### src/rtl/be_lsu.sv
module be_lsu #(
  parameter int ADDR_W = 32
) (
  input  logic              clk,
  input  logic              rst_n,
  input  logic              req_valid,
  output logic              req_ready,
  input  logic [ADDR_W-1:0] req_addr,
  input  logic [1:0]        req_size,
  input  logic              req_write,
  input  logic              req_signed,
  input  logic [31:0]       req_wdata,
  output logic              mem_req,
  output logic              mem_we,
  output logic [ADDR_W-3:0] mem_addr,
  output logic [3:0]        mem_be,
  output logic [31:0]       mem_wdata,
  input  logic              mem_rvalid,
  input  logic [31:0]       mem_rdata,
  output logic              rsp_valid,
  output logic [31:0]       rsp_rdata,
  output logic              fault
);

  typedef enum logic [1:0] {S_IDLE, S_ISSUE, S_WAIT, S_FAULT} st_t;

  st_t        st;
  logic [1:0] off_q, size_q;
  logic       sgn_q;
  logic       misal;
  logic [3:0] be_n;
  logic [31:0] wd_n;
  logic [7:0]  byte_sel;
  logic [15:0] half_sel;
  logic [31:0] ext;

  wire        accept = req_valid && req_ready;
  wire [1:0]  off    = req_addr[1:0];

  assign req_ready = (st == S_IDLE);
  assign mem_req   = (st == S_ISSUE);
  assign fault     = (st == S_FAULT);

  always_comb begin
    case (req_size)
      2'b00:   misal = 1'b0;
      2'b01:   misal = off[0];
      2'b10:   misal = |off;
      default: misal = 1'b1;
    endcase
  end

  always_comb begin
    case (req_size)
      2'b00: begin
        be_n = 4'b1000 >> off;
        wd_n = {4{req_wdata[7:0]}};
      end
      2'b01: begin
        be_n = off[1] ? 4'b0011 : 4'b1100;
        wd_n = {2{req_wdata[15:0]}};
      end
      default: begin
        be_n = 4'b1111;
        wd_n = req_wdata;
      end
    endcase
  end

  always_comb begin
    case (off_q)
      2'b00:   byte_sel = mem_rdata[31:24];
      2'b01:   byte_sel = mem_rdata[23:16];
      2'b10:   byte_sel = mem_rdata[15:8];
      default: byte_sel = mem_rdata[7:0];
    endcase
    half_sel = off_q[1] ? mem_rdata[15:0] : mem_rdata[31:16];
    case (size_q)
      2'b00:   ext = {{24{sgn_q & byte_sel[7]}}, byte_sel};
      2'b01:   ext = {{16{sgn_q & half_sel[15]}}, half_sel};
      default: ext = mem_rdata;
    endcase
  end

  always_ff @(posedge clk) begin
    if (!rst_n) begin
      st        <= S_IDLE;
      mem_we    <= 1'b0;
      mem_addr  <= '0;
      mem_be    <= '0;
      mem_wdata <= '0;
      off_q     <= '0;
      size_q    <= '0;
      sgn_q     <= 1'b0;
      rsp_valid <= 1'b0;
      rsp_rdata <= '0;
    end else begin
      rsp_valid <= 1'b0;
      case (st)
        S_IDLE: if (accept) begin
          st        <= misal ? S_FAULT : S_ISSUE;
          mem_we    <= req_write;
          mem_addr  <= req_addr[ADDR_W-1:2];
          mem_be    <= misal ? 4'b0000 : be_n;
          mem_wdata <= wd_n;
          off_q     <= off;
          size_q    <= req_size;
          sgn_q     <= req_signed;
        end
        S_ISSUE: st <= S_WAIT;
        S_WAIT: if (mem_rvalid) begin
          st        <= S_IDLE;
          rsp_valid <= 1'b1;
          rsp_rdata <= mem_we ? 32'h0 : ext;
        end
        default: st <= S_IDLE;
      endcase
    end
  end

endmodule


### config.mk
export PLATFORM = sky130hd
export DESIGN_NAME = be_lsu
export DESIGN_NICKNAME = d
export VERILOG_FILES = /design/src/rtl/be_lsu.sv
export SDC_FILE = /design/constraint.sdc
export NUM_CORES = 1
export LEC_CHECK = 0
export BUFFER_PORTS_ARGS = -buffer_cell sky130_fd_sc_hd__buf_2
export CAP_MARGIN = 15
export CORE_MARGIN = 2
export CORE_UTILIZATION = 47
export DETAILED_ROUTE_END_ITERATION = 10
export PLACE_DENSITY = 0.81
export SYNTH_ARGS = -nofsm -noshare
export SYNTH_HDL_FRONTEND = slang
export SYNTH_SLANG_ARGS = --single-unit
### constraint.sdc
create_clock -name clk -period 1.7 [get_ports clk]
set_input_delay 0.34 -clock clk [delete_from_list [all_inputs] [get_ports clk]]
set_output_delay 0.34 -clock clk [all_outputs]
set_load 0.02 [all_outputs]
==> results of run 1 <==
per-stage QoR:
stage / power, mW / hold WS [ps] / std cells / util
detailed placement: 4.06 / 437 / 893 / 0.610
finish: 5.45 / 203 / 909 / 0.629
floorplan: 3.57 / 456 / 577 / -
global placement: 4.02 / 429 / 893 / 0.610
global route: 5.74 / 189 / 909 / 0.629
CTS: 5.50 / 184 / 909 / 0.629
worst reg2reg max path: cells and delay by family, from the launching register on:
family	cells	cell delay [ps]
simple gates	1	360
buf+inv	2	350
compound gates	3	460
flops	1	400
routing by layer:
layer | vias up | GRT usage | part of all wire
met5 | - | 0 | 0
met4 | 0 | 0.101 | 0.017
met3 | 23 | 0.0633 | 0.082
met2 | 198 | 0.433 | 0.50
met1 | 2262 | 0.282 | 0.40
li1 | 2352 | - | -
synthesized netlist by cell type (2+ instances only):
cell and count:
sky130_fd_sc_hd__dfxtp_1 107, sky130_fd_sc_hd__a211oi_1 8, sky130_fd_sc_hd__nand2_1 153, sky130_fd_sc_hd__o21ai_0 21, sky130_fd_sc_hd__buf_4 2, sky130_fd_sc_hd__nor2_1 50
sky130_fd_sc_hd__mux2_4 2, sky130_fd_sc_hd__inv_1 12, sky130_fd_sc_hd__buf_2 20, sky130_fd_sc_hd__a21o_1 9, sky130_fd_sc_hd__a221oi_2 7, sky130_fd_sc_hd__mux2i_1 18
sky130_fd_sc_hd__o21ai_2 10, sky130_fd_sc_hd__a21oi_1 59, sky130_fd_sc_hd__o21ai_1 7, sky130_fd_sc_hd__a311oi_1 14, sky130_fd_sc_hd__buf_1 2, sky130_fd_sc_hd__o21a_1 7
sky130_fd_sc_hd__and2_1 2, sky130_fd_sc_hd__a22o_1 2, sky130_fd_sc_hd__or3_1 2, sky130_fd_sc_hd__mux2_1 6, sky130_fd_sc_hd__clkbuf_1 22, sky130_fd_sc_hd__o31ai_1 6
sky130_fd_sc_hd__nor3_1 10
worst paths after layout:
path / cells after the start / startpoint / endpoint / slack [ps]
worst min-delay path: 3 / req_addr[23] / mem_addr[21] / 200
worst max register to register: 6 / size_q[1] / rsp_rdata[10] / 80
worst max-delay path: 6 / size_q[1] / rsp_rdata[10] / 80
worst min register to register: 2 / rsp_rdata[19] / rsp_rdata[19] / 450
area by class of cell:
type                    count  area share
clock buffers              12      0.0254
clock inverters             4     0.00409
inverters                  12     0.00736
multi-input cells         411       0.378
flip-flops and latches    107       0.350
well taps                 133      0.0272
repair buffers            230       0.208
power breakdown:
group	internal (mW)	switching [mW]	total [mW]	leakage, nW
Combinational	0.477	0.767	1.24	1.95
Clock	0.610	0.839	1.45	0.0884
Sequential	2.66	0.0963	2.76	0.875
Total	3.75	1.70	5.45	2.91
registers in the layout, indices dropped and copies added (netlist names):
register   flops
sgn_q          1
rsp_rdata     32
mem_wdata     32
rsp_valid      1
st             2
mem_be         4
size_q         2
mem_addr      30
off_q          2
mem_we         1
cells by family after synthesis:
family                 after synthesis
XOR/XNOR                             1
AO/OA/AOI/OAI                      157
multiplexers                        27
flip-flops                         107
AND/OR/NAND/NOR                    226
buffers and inverters               59
==> out/qor.log, run 1 <==
qor: status.run_status finished clean
qor: sta.worst_slew_pin_slew 636 ps
qor: synthesis.ys_seq_elements 107
qor: worst_setup_path.crit_path_max_incr_delay 400 ps
qor: floorplan.floorplan.die.width 104 um
qor: global_route.globalRoute.totalOverflow 0
qor: synthesis.synth_top_cells_by_area sky130_fd_sc_hd__dfxtp_1 46%, sky130_fd_sc_hd__nand2_1 12%, sky130_fd_sc_hd__a21oi_1 6.3%, sky130_fd_sc_hd__nor2_1 4.0%, sky130_fd_sc_hd__mux2i_1 3.8%
qor: clock_tree.clock_tree.htree_level_count 3
qor: worst_setup_path.worst-endpoint-arrival 1930 ps
qor: worst_setup_path.worstPathCellList buf_4 > nor4b_2 > a221oi_4 > buf_12 > a221oi_2 > a21o_1
qor: detailed_routing.route.vias.total 4835
qor: place.gp_congestion 0.881
qor: clock_tree.cts_repair_resize_count 0
qor: detailed_routing.detail_route.drc_violations 0
qor: clock_tree.post-cts-setup-buffers 0
qor: floorplan.fp.coreArea 9730 um^2
qor: worst_setup_path.setup.worst_path.start_class flip-flop
qor: clock_tree.cts_inserted_buffers 9
qor: global_route.grt.total_usage 0.245
qor: place.dp_hpwl 10300 um
qor: run.cap_violations 0
qor: worst_setup_path.critPathCaptureType flip-flop
qor: detailed_routing.initialDrtViolationCount 210
qor: sta.final_critical_path_setup_slack 80.2 ps
qor: synthesis.yosys_warnings 0
qor: finish.filler_cell_count 854
qor: finish.syn2layout_area_growth 30.0%
qor: finish.post_route_cells_drive_above_1_share 0.352
qor: finish.fin_area 6120 um^2
qor: detailed_routing.dr.pass1.iters 5
qor: finish.count_of_inserted_antenna_diode_cells 0
qor: power_and_ir_drop.powerDensity 891 nW/um^2
qor: clock_tree.cts_root_buf sky130_fd_sc_hd__clkbuf_8
qor: synthesis.synthAdderAreaFrac 0
qor: place.place.port_buffers 206
qor: sta.slew_headroom 0.576
qor: worst_setup_path.crit_path_max_fanout 7
qor: global_route.grt_antenna_before_repair 0
qor: detailed_routing.via_density_per_instance 5.32
qor: synthesis.synthFlopType sky130_fd_sc_hd__dfxtp_1
qor: worst_setup_path.timing.critical_path.buf_inv 2
qor: synthesis.ys_async_sr_fraction 0
qor: clock_tree.tritoncts done
qor: synthesis.synth_simple_gate_area_frac 0.194
qor: clock_tree.clockBufferDepth 2
qor: worst_setup_path.criticalPathCategory flip-flop to flip-flop
qor: synthesis.synth_xor_xnor_area_share 0.00186
qor: synthesis.postSynthCellCount 577
qor: synthesis.synth_top_cell_by_area sky130_fd_sc_hd__dfxtp_1
qor: synthesis.synth.net_count 681
qor: synthesis.synth_cell_types 44
qor: sta.rsz0062_at_grt no
qor: detailed_routing.ant_nets 0
qor: synthesis.synth_top_family_by_area compound AO/OA/AOI/OAI gates
qor: min_path.holdCritPathClass primary input to flip-flop
qor: global_route.wire_length_of_the_first_global_routing_pass 22100 um
qor: detailed_routing.wire_length_after_detailed_routing 13400 um
qor: sta.timing_hold_violations_final 0
qor: place.post-place-ws 93.6 ps
qor: floorplan.io-pin-count 207
qor: power_and_ir_drop.static-leakage-power 2.91 nW
qor: sta.clock-skew-final 8.58 ps
qor: synthesis.sequential_cell_area_fraction_in_the_yosys_report 0.455
qor: global_route.number_of_global_route_vias_before_repair 4750
qor: sta.final-max-slew-violation-count 0
qor: synthesis.synth_top_area_share 0.455
qor: clock_tree.clock_sink_count 107
qor: sta.final.setup.tns 0 ps
qor: power_and_ir_drop.max-vdd-ir-drop 569 uV
qor: sta.layout_worst_path_cycle_share 0.953
qor: worst_setup_path.crit_path_top_delay_cell sky130_fd_sc_hd__dfxtp_1
qor: sta.fmax 617 MHz
qor: finish.seqCellArea 2140 um^2
qor: synthesis.synth-compound-area-share 0.232
qor: floorplan.die_h 104 um
qor: finish.finalNetCount 875
qor: synthesis.synth-edff-count 0
qor: sta.finalSetupViolations 0
qor: global_route.grt_max_degree 60
qor: clock_tree.worstSkewPairLatency 360 ps
qor: finish.area_used_by_multi_input_combinational_logic 2310 um^2
qor: clock_tree.clkTransAtPathRegs 100 ps
qor: clock_tree.cts_hold_repair.buffers 0
qor: floorplan.floorplan.die_area 10800 um^2
qor: sta.post-route-min-period 1620 ps
qor: detailed_routing.detail_route.wl_per_cell 14.8 um
qor: floorplan.fp-row-count 36
qor: worst_setup_path.timing.critical_path.required 2010 ps
qor: synthesis.syn-cell-area 4710 um^2
qor: floorplan.initial_core_util 0.484
qor: synthesis.synth.area.mux_share 0.0614
qor: synthesis.synth_area_per_cell 8.16 um^2
qor: place.placed_area 5940 um^2
qor: worst_setup_path.worst_path_dominant_cell_family compound AO/OA/AOI/OAI gates
qor: finish.most-common-layout-cells 206 x sky130_fd_sc_hd__buf_2, 153 x sky130_fd_sc_hd__nand2_1, 107 x sky130_fd_sc_hd__dfxtp_1
qor: finish.layout.cells.most_common sky130_fd_sc_hd__buf_2
(Power assumes the default switching activity.)
==> inputs of run 2 (changes only) <==
--- a/config.mk
+++ b/config.mk
@@ -8,9 +8,10 @@
 export BUFFER_PORTS_ARGS = -buffer_cell sky130_fd_sc_hd__buf_2
 export CAP_MARGIN = 15
 export CORE_MARGIN = 2
-export CORE_UTILIZATION = 47
+export CORE_UTILIZATION = 49
+export CTS_BUF_LIST = sky130_fd_sc_hd__clkbuf_8
 export DETAILED_ROUTE_END_ITERATION = 10
-export PLACE_DENSITY = 0.81
+export PLACE_DENSITY = 0.84
 export SYNTH_ARGS = -nofsm -noshare
 export SYNTH_HDL_FRONTEND = slang
 export SYNTH_SLANG_ARGS = --single-unit
==> run 2 against run 1 <==
Flip-flop and latch count unchanged. Via count down 0.95%. Clock power up 9%. Die area down 3.9%. Combinational power about the same. Clock-buffer cell count down 2. Fmax up 0.34%. Setup slack better by 5.5 ps. Sequential share of layout area down 0.16 points. Highest routed layer unchanged.
==> out/qor.log, run 2 (synthesized netlist as in run 1, its figures left out) <==
qor: status.run_status finished clean
qor: min_path.holdCritPathClass primary input to flip-flop
qor: global_route.grt_max_degree 74
qor: finish.syn2layout_area_growth 30.7%
qor: worst_setup_path.crit_path_max_incr_delay 430 ps
qor: worst_setup_path.crit_path_top_delay_cell sky130_fd_sc_hd__dfxtp_1
qor: global_route.globalRoute.totalOverflow 0
qor: detailed_routing.via_density_per_instance 5.29
qor: power_and_ir_drop.power.internal 3.86 mW
qor: floorplan.fp.coreArea 9280 um^2
qor: sta.finalSetupViolations 0
qor: place.dp_cells 889
qor: clock_tree.tritoncts done
qor: floorplan.floorplan.die.width 102 um
qor: finish.count_of_inserted_antenna_diode_cells 0
qor: floorplan.die_h 102 um
qor: finish.finalNonFillerCells 905
qor: clock_tree.worstSkewPairLatency 370 ps
qor: sta.slew_headroom 0.590
qor: sta.layout_worst_path_cycle_share 0.950
qor: clock_tree.cts_root_buf sky130_fd_sc_hd__clkbuf_8
qor: power_and_ir_drop.total_switching_power 1.72 mW
qor: detailed_routing.ant_nets 0
qor: worst_setup_path.critPathCaptureType flip-flop
qor: worst_setup_path.worst-endpoint-arrival 1870 ps
qor: power_and_ir_drop.max-vdd-ir-drop 531 uV
qor: power_and_ir_drop.total_power 5.58 mW
qor: power_and_ir_drop.power_switching_share 0.308
qor: clock_tree.post-cts-setup-buffers 0
qor: detailed_routing.dr.pass1.iters 5
qor: finish.post_route_cells_drive_above_1_share 0.353
qor: clock_tree.clkTransAtPathRegs 110 ps
qor: sta.post-route-min-period 1610 ps
qor: power_and_ir_drop.static-leakage-power 2.93 nW
qor: power_and_ir_drop.clock_power_share 0.282
qor: finish.reg_top3 mem_wdata (32), rsp_rdata (32), mem_addr (30)
qor: run.cap_violations 0
qor: place.dp_hpwl 10000 um
qor: floorplan.initial_core_util 0.507
qor: min_path.hold-path-cell-count 3
qor: sta.final-max-slew-violation-count 0
qor: place.place.port_buffers 206
qor: clock_tree.cts_hold_repair.buffers 0
qor: worst_setup_path.cp.depth 5
qor: worst_setup_path.criticalPathCategory flip-flop to flip-flop
qor: detailed_routing.route.vias.total 4789
qor: global_route.grt_antenna_before_repair 0
qor: global_route.wire_length_of_the_first_global_routing_pass 21000 um
qor: worst_setup_path.timing.critical_path.required 1960 ps
qor: worst_setup_path.ff2ff_path_depth 5
qor: sta.final.hold.worst_slack 197 ps
qor: clock_tree.clockBufferDepth 2
qor: worst_setup_path.crit_path_max_fanout 7
qor: power_and_ir_drop.powerDensity 908 nW/um^2
qor: worst_setup_path.timing.critical_path.buf_inv 1
qor: global_route.grt.total_usage 0.251
qor: detailed_routing.initialDrtViolationCount 169
qor: sta.clock-skew-final 16.4 ps
qor: floorplan.io-pin-count 207
qor: sta.fmax 619 MHz
qor: worst_setup_path.setup.worst_path.start_class flip-flop
qor: clock_tree.cts_inserted_buffers 9
qor: power_and_ir_drop.p_comb_frac 0.223
qor: sta.timing_hold_violations_final 0
qor: worst_setup_path.worst_path_dominant_cell_family compound AO/OA/AOI/OAI gates
qor: finish.finalNetCount 875
qor: detailed_routing.detail_route.drc_violations 0
qor: detailed_routing.detail_route.wl_per_cell 14.7 um
qor: worst_setup_path.worstPathCellList mux2_4 > a221oi_4 > buf_12 > a221oi_2 > a21o_1
qor: floorplan.floorplan.die_area 10400 um^2
qor: sta.rsz0062_at_grt no
qor: detailed_routing.wire_length_after_detailed_routing 13300 um
qor: finish.layout.cells.most_common sky130_fd_sc_hd__buf_2
qor: power_and_ir_drop.p_seq_frac 0.494
qor: clock_tree.clock_sink_count 107
qor: sta.worst_slew_pin_slew 616 ps
qor: finish.most-common-layout-cells 206 x sky130_fd_sc_hd__buf_2, 153 x sky130_fd_sc_hd__nand2_1, 106 x sky130_fd_sc_hd__dfxtp_1
qor: sta.final.setup.tns 0 ps
qor: place.gp_congestion 0.934
qor: global_route.number_of_global_route_vias_before_repair 4439
qor: floorplan.fp-row-count 35
qor: clock_tree.clock_tree.htree_level_count 3
-- run 2: final timing paths --
kind	slack, ps	start	to
min	200	req_addr[14]	mem_addr[12]
max	90	off_q[0]	rsp_rdata[12]
max reg2reg	90	off_q[0]	rsp_rdata[12]
min reg2reg	450	rsp_rdata[31]	rsp_rdata[31]
-- run 2: worst reg2reg max path, stage by stage, from the launching register on --
cell and delay [ps]:
sky130_fd_sc_hd__dfxtp_1 430, sky130_fd_sc_hd__mux2_4 350, sky130_fd_sc_hd__a221oi_4 320, sky130_fd_sc_hd__buf_12 170, sky130_fd_sc_hd__a221oi_2 60, sky130_fd_sc_hd__a21o_1 180
-- run 2: layout make-up --
type,count,area [um^2]
fillers,830,3130
multi-input cells,411,2310
flip-flops and latches,107,2140
repair buffers,230,1290
well taps,129,161
clock buffers,10,138
clock inverters,6,66.3
inverters,12,45.0
-- run 2: per-layer routing --
layer  wire [um]  track usage  vias up
met5           0            0        -
met4         322       0.0985        0
met3        1170       0.0622       24
met2        6250        0.412      200
met1        5530        0.319     2196
li1            -            -     2369
-- run 2: power by group through the flow --
stage | sequential [mW] | clock, mW | combinational, mW
detailed placement | 2.82 | 0 | 1.24
floorplan | 2.98 | 0 | 0.589
finish | 2.76 | 1.58 | 1.25
global placement | 2.81 | 0 | 1.22
global route | 2.78 | 1.72 | 1.36
CTS | 2.76 | 1.61 | 1.25
-- run 2: stage by stage --
stage          worst slack, ps  instance area [um^2]  utilization
3_3_place_gp               153                  5950        0.640
2_1_floorplan              140                  4710            -
5_1_grt                  0.987                  6150        0.663
4_1_cts                   75.0                  6150        0.662
6_report                  85.7                  6150        0.663
3_5_place_dp              94.8                  5950        0.640
-- run 2: what timing repair did --
| action | in CTS | in global routing |
|---|---|---|
| gates resized for setup | 0 | 1 |
| hold endpoints to repair | 0 | 0 |
| setup endpoints to repair | 0 | 4 |
==> inputs of run 3 (changes only) <==
--- a/config.mk
+++ b/config.mk
@@ -8,10 +8,11 @@
 export BUFFER_PORTS_ARGS = -buffer_cell sky130_fd_sc_hd__buf_2
 export CAP_MARGIN = 15
 export CORE_MARGIN = 2
-export CORE_UTILIZATION = 49
+export CORE_UTILIZATION = 30
 export CTS_BUF_LIST = sky130_fd_sc_hd__clkbuf_8
 export DETAILED_ROUTE_END_ITERATION = 10
-export PLACE_DENSITY = 0.84
+export PLACE_DENSITY = 0.57
+export SKIP_CTS_REPAIR_TIMING = 1
 export SYNTH_ARGS = -nofsm -noshare
 export SYNTH_HDL_FRONTEND = slang
 export SYNTH_SLANG_ARGS = --single-unit
==> run 3 against run 2 <==
Worst hold slack got worse by 7.5 ps. Cell count is 9.4% higher. Clock-buffer cell count shrank 1. Non-clock buffer count is 4 higher. Critical path type unchanged. Largest power group unchanged.
==> out/qor.log, run 3 (synthesized netlist as in run 1, its figures left out) <==
qor: detailed_routing.via_density_per_instance 4.65
qor: worst_setup_path.critPathCaptureType flip-flop
qor: finish.finalNetCount 879
qor: clock_tree.clock_tree.htree_level_count 3
qor: sta.fmax 629 MHz
qor: power_and_ir_drop.static-leakage-power 2.93 nW
qor: finish.area_used_by_multi_input_combinational_logic 2310 um^2
qor: sta.worst_slew_pin_slew 423 ps
qor: global_route.wire_length_of_the_first_global_routing_pass 22500 um
qor: detailed_routing.detail_route.drc_violations 0
qor: finish.post_route_cells_drive_above_1_share 0.358
qor: finish.postLayoutCoreUtil 0.409
qor: clock_tree.clockBufferDepth 2
qor: power_and_ir_drop.powerDensity 870 nW/um^2
qor: worst_setup_path.setup.worst_path.start_class flip-flop
qor: finish.count_of_inserted_antenna_diode_cells 0
qor: sta.finalSetupViolations 0
qor: global_route.number_of_global_route_vias_before_repair 4345
qor: global_route.grt_max_degree 48
qor: run.cap_violations 0
qor: clock_tree.cts_inserted_buffers 9
qor: clock_tree.tritoncts done
qor: global_route.globalRoute.totalOverflow 0
qor: floorplan.fp-row-count 45
qor: detailed_routing.initialDrtViolationCount 223
qor: sta.rsz0062_at_grt no
qor: floorplan.initial_core_util 0.308
qor: finish.seqCellArea 2140 um^2
qor: detailed_routing.route.vias.total 4601
qor: sta.clock-skew-final 13.1 ps
qor: sta.final.hold.worst_slack 189 ps
qor: power_and_ir_drop.max-vdd-ir-drop 379 uV
qor: finish.syn2layout_area_growth 32.7%
qor: clock_tree.clkTransAtPathRegs 100 ps
qor: worst_setup_path.crit_path_max_fanout 7
qor: worst_setup_path.timing.critical_path.required 1970 ps
qor: global_route.grt_antenna_before_repair 0
qor: worst_setup_path.ff2ff_path_depth 5
qor: worst_setup_path.criticalPathCategory flip-flop to flip-flop
qor: sta.final-max-slew-violation-count 0
qor: sta.final.setup.tns 0 ps
qor: sta.post-route-min-period 1590 ps
qor: finish.filler_cell_count 1637
qor: place.dp_hpwl 10600 um
qor: finish.reg_top3 mem_wdata (32), rsp_rdata (32), mem_addr (30)
qor: place.place.port_buffers 206
qor: clock_tree.cts_root_buf sky130_fd_sc_hd__clkbuf_8
qor: global_route.grt.total_usage 0.169
qor: detailed_routing.dr.pass1.iters 4
qor: floorplan.die_h 129 um
qor: sta.timing_hold_violations_final 0
qor: detailed_routing.wire_length_after_detailed_routing 14200 um
qor: min_path.hold-path-cell-count 3
qor: finish.most-common-layout-cells 206 x sky130_fd_sc_hd__buf_2, 153 x sky130_fd_sc_hd__nand2_1, 106 x sky130_fd_sc_hd__dfxtp_1
qor: finish.fin_area 6250 um^2
qor: detailed_routing.detail_route.wl_per_cell 14.3 um
qor: min_path.holdCritPathClass primary input to flip-flop
qor: clock_tree.clock_sink_count 107
qor: clock_tree.worstSkewPairLatency 370 ps
qor: finish.layout.cells.most_common sky130_fd_sc_hd__buf_2
qor: place.gp_congestion 0.826
qor: floorplan.floorplan.die.width 129 um
qor: floorplan.floorplan.die_area 16700 um^2
qor: worst_setup_path.worst-endpoint-arrival 1860 ps
qor: place.placed_area 6080 um^2
qor: sta.layout_worst_path_cycle_share 0.935
qor: status.run_status finished clean
qor: floorplan.fp.coreArea 15300 um^2
qor: floorplan.io-pin-count 207
qor: sta.slew_headroom 0.717
qor: detailed_routing.ant_nets 0
==> run 3: cell count changes in the layout (fill, tap and decap cells not counted), sizes merged <==
cell / before / now
bufinv: 1 / 0
buf: 230 / 234
clkinv: 2 / 3
clkbuf: 10 / 9
==> run 3: critical path, stage by stage (launching register included) <==
cell and delay, ps:
sky130_fd_sc_hd__dfxtp_1 440, sky130_fd_sc_hd__mux2_4 340, sky130_fd_sc_hd__a221oi_4 320, sky130_fd_sc_hd__buf_12 170, sky130_fd_sc_hd__a221oi_2 60, sky130_fd_sc_hd__a21o_1 160
==> run 3: final timing paths <==
check,from,endpoint,slack (ps)
hold / removal,req_addr[3],mem_addr[1],190
setup / recovery,off_q[0],rsp_rdata[13],110
hold reg to reg,rsp_rdata[31],rsp_rdata[31],450
setup reg to reg,off_q[0],rsp_rdata[13],110
==> run 3: report_power, final <==
| part | leakage [nW] | switching [mW] | total, mW | internal, mW |
|---|---|---|---|---|
| clock network | 0.0815 | 0.892 | 1.42 | 0.528 |
| registers | 0.875 | 0.0884 | 2.75 | 2.66 |
| logic | 1.98 | 0.779 | 1.26 | 0.486 |
==> run 3: cell type report <==
type | instances | share of cell area
clock buffer | 9 | 0.0198
clock inverter | 6 | 0.00681
inverter | 12 | 0.00721
multi-input combinational | 411 | 0.370
sequential | 107 | 0.343
tap | 211 | 0.0423
timing repair buffer | 234 | 0.211
==> run 3: per-stage QoR <==
stage	total power, mW	std cells	setup WS (ps)
2_1_floorplan	3.57	577	140
3_5_place_dp	4.09	975	75.5
3_3_place_gp	4.08	975	79.4
5_1_grt	5.75	990	14.8
6_report	5.44	990	111
4_1_cts	5.53	990	65.5
==> run 3: metal layers <==
metal	vias to the layer above	wire length [um]	GRT usage
met3	5	1270	0.0623
met4	0	85	0.0320
met2	154	6540	0.278
li1	2361	-	-
met1	2081	6270	0.213
met5	-	0	0
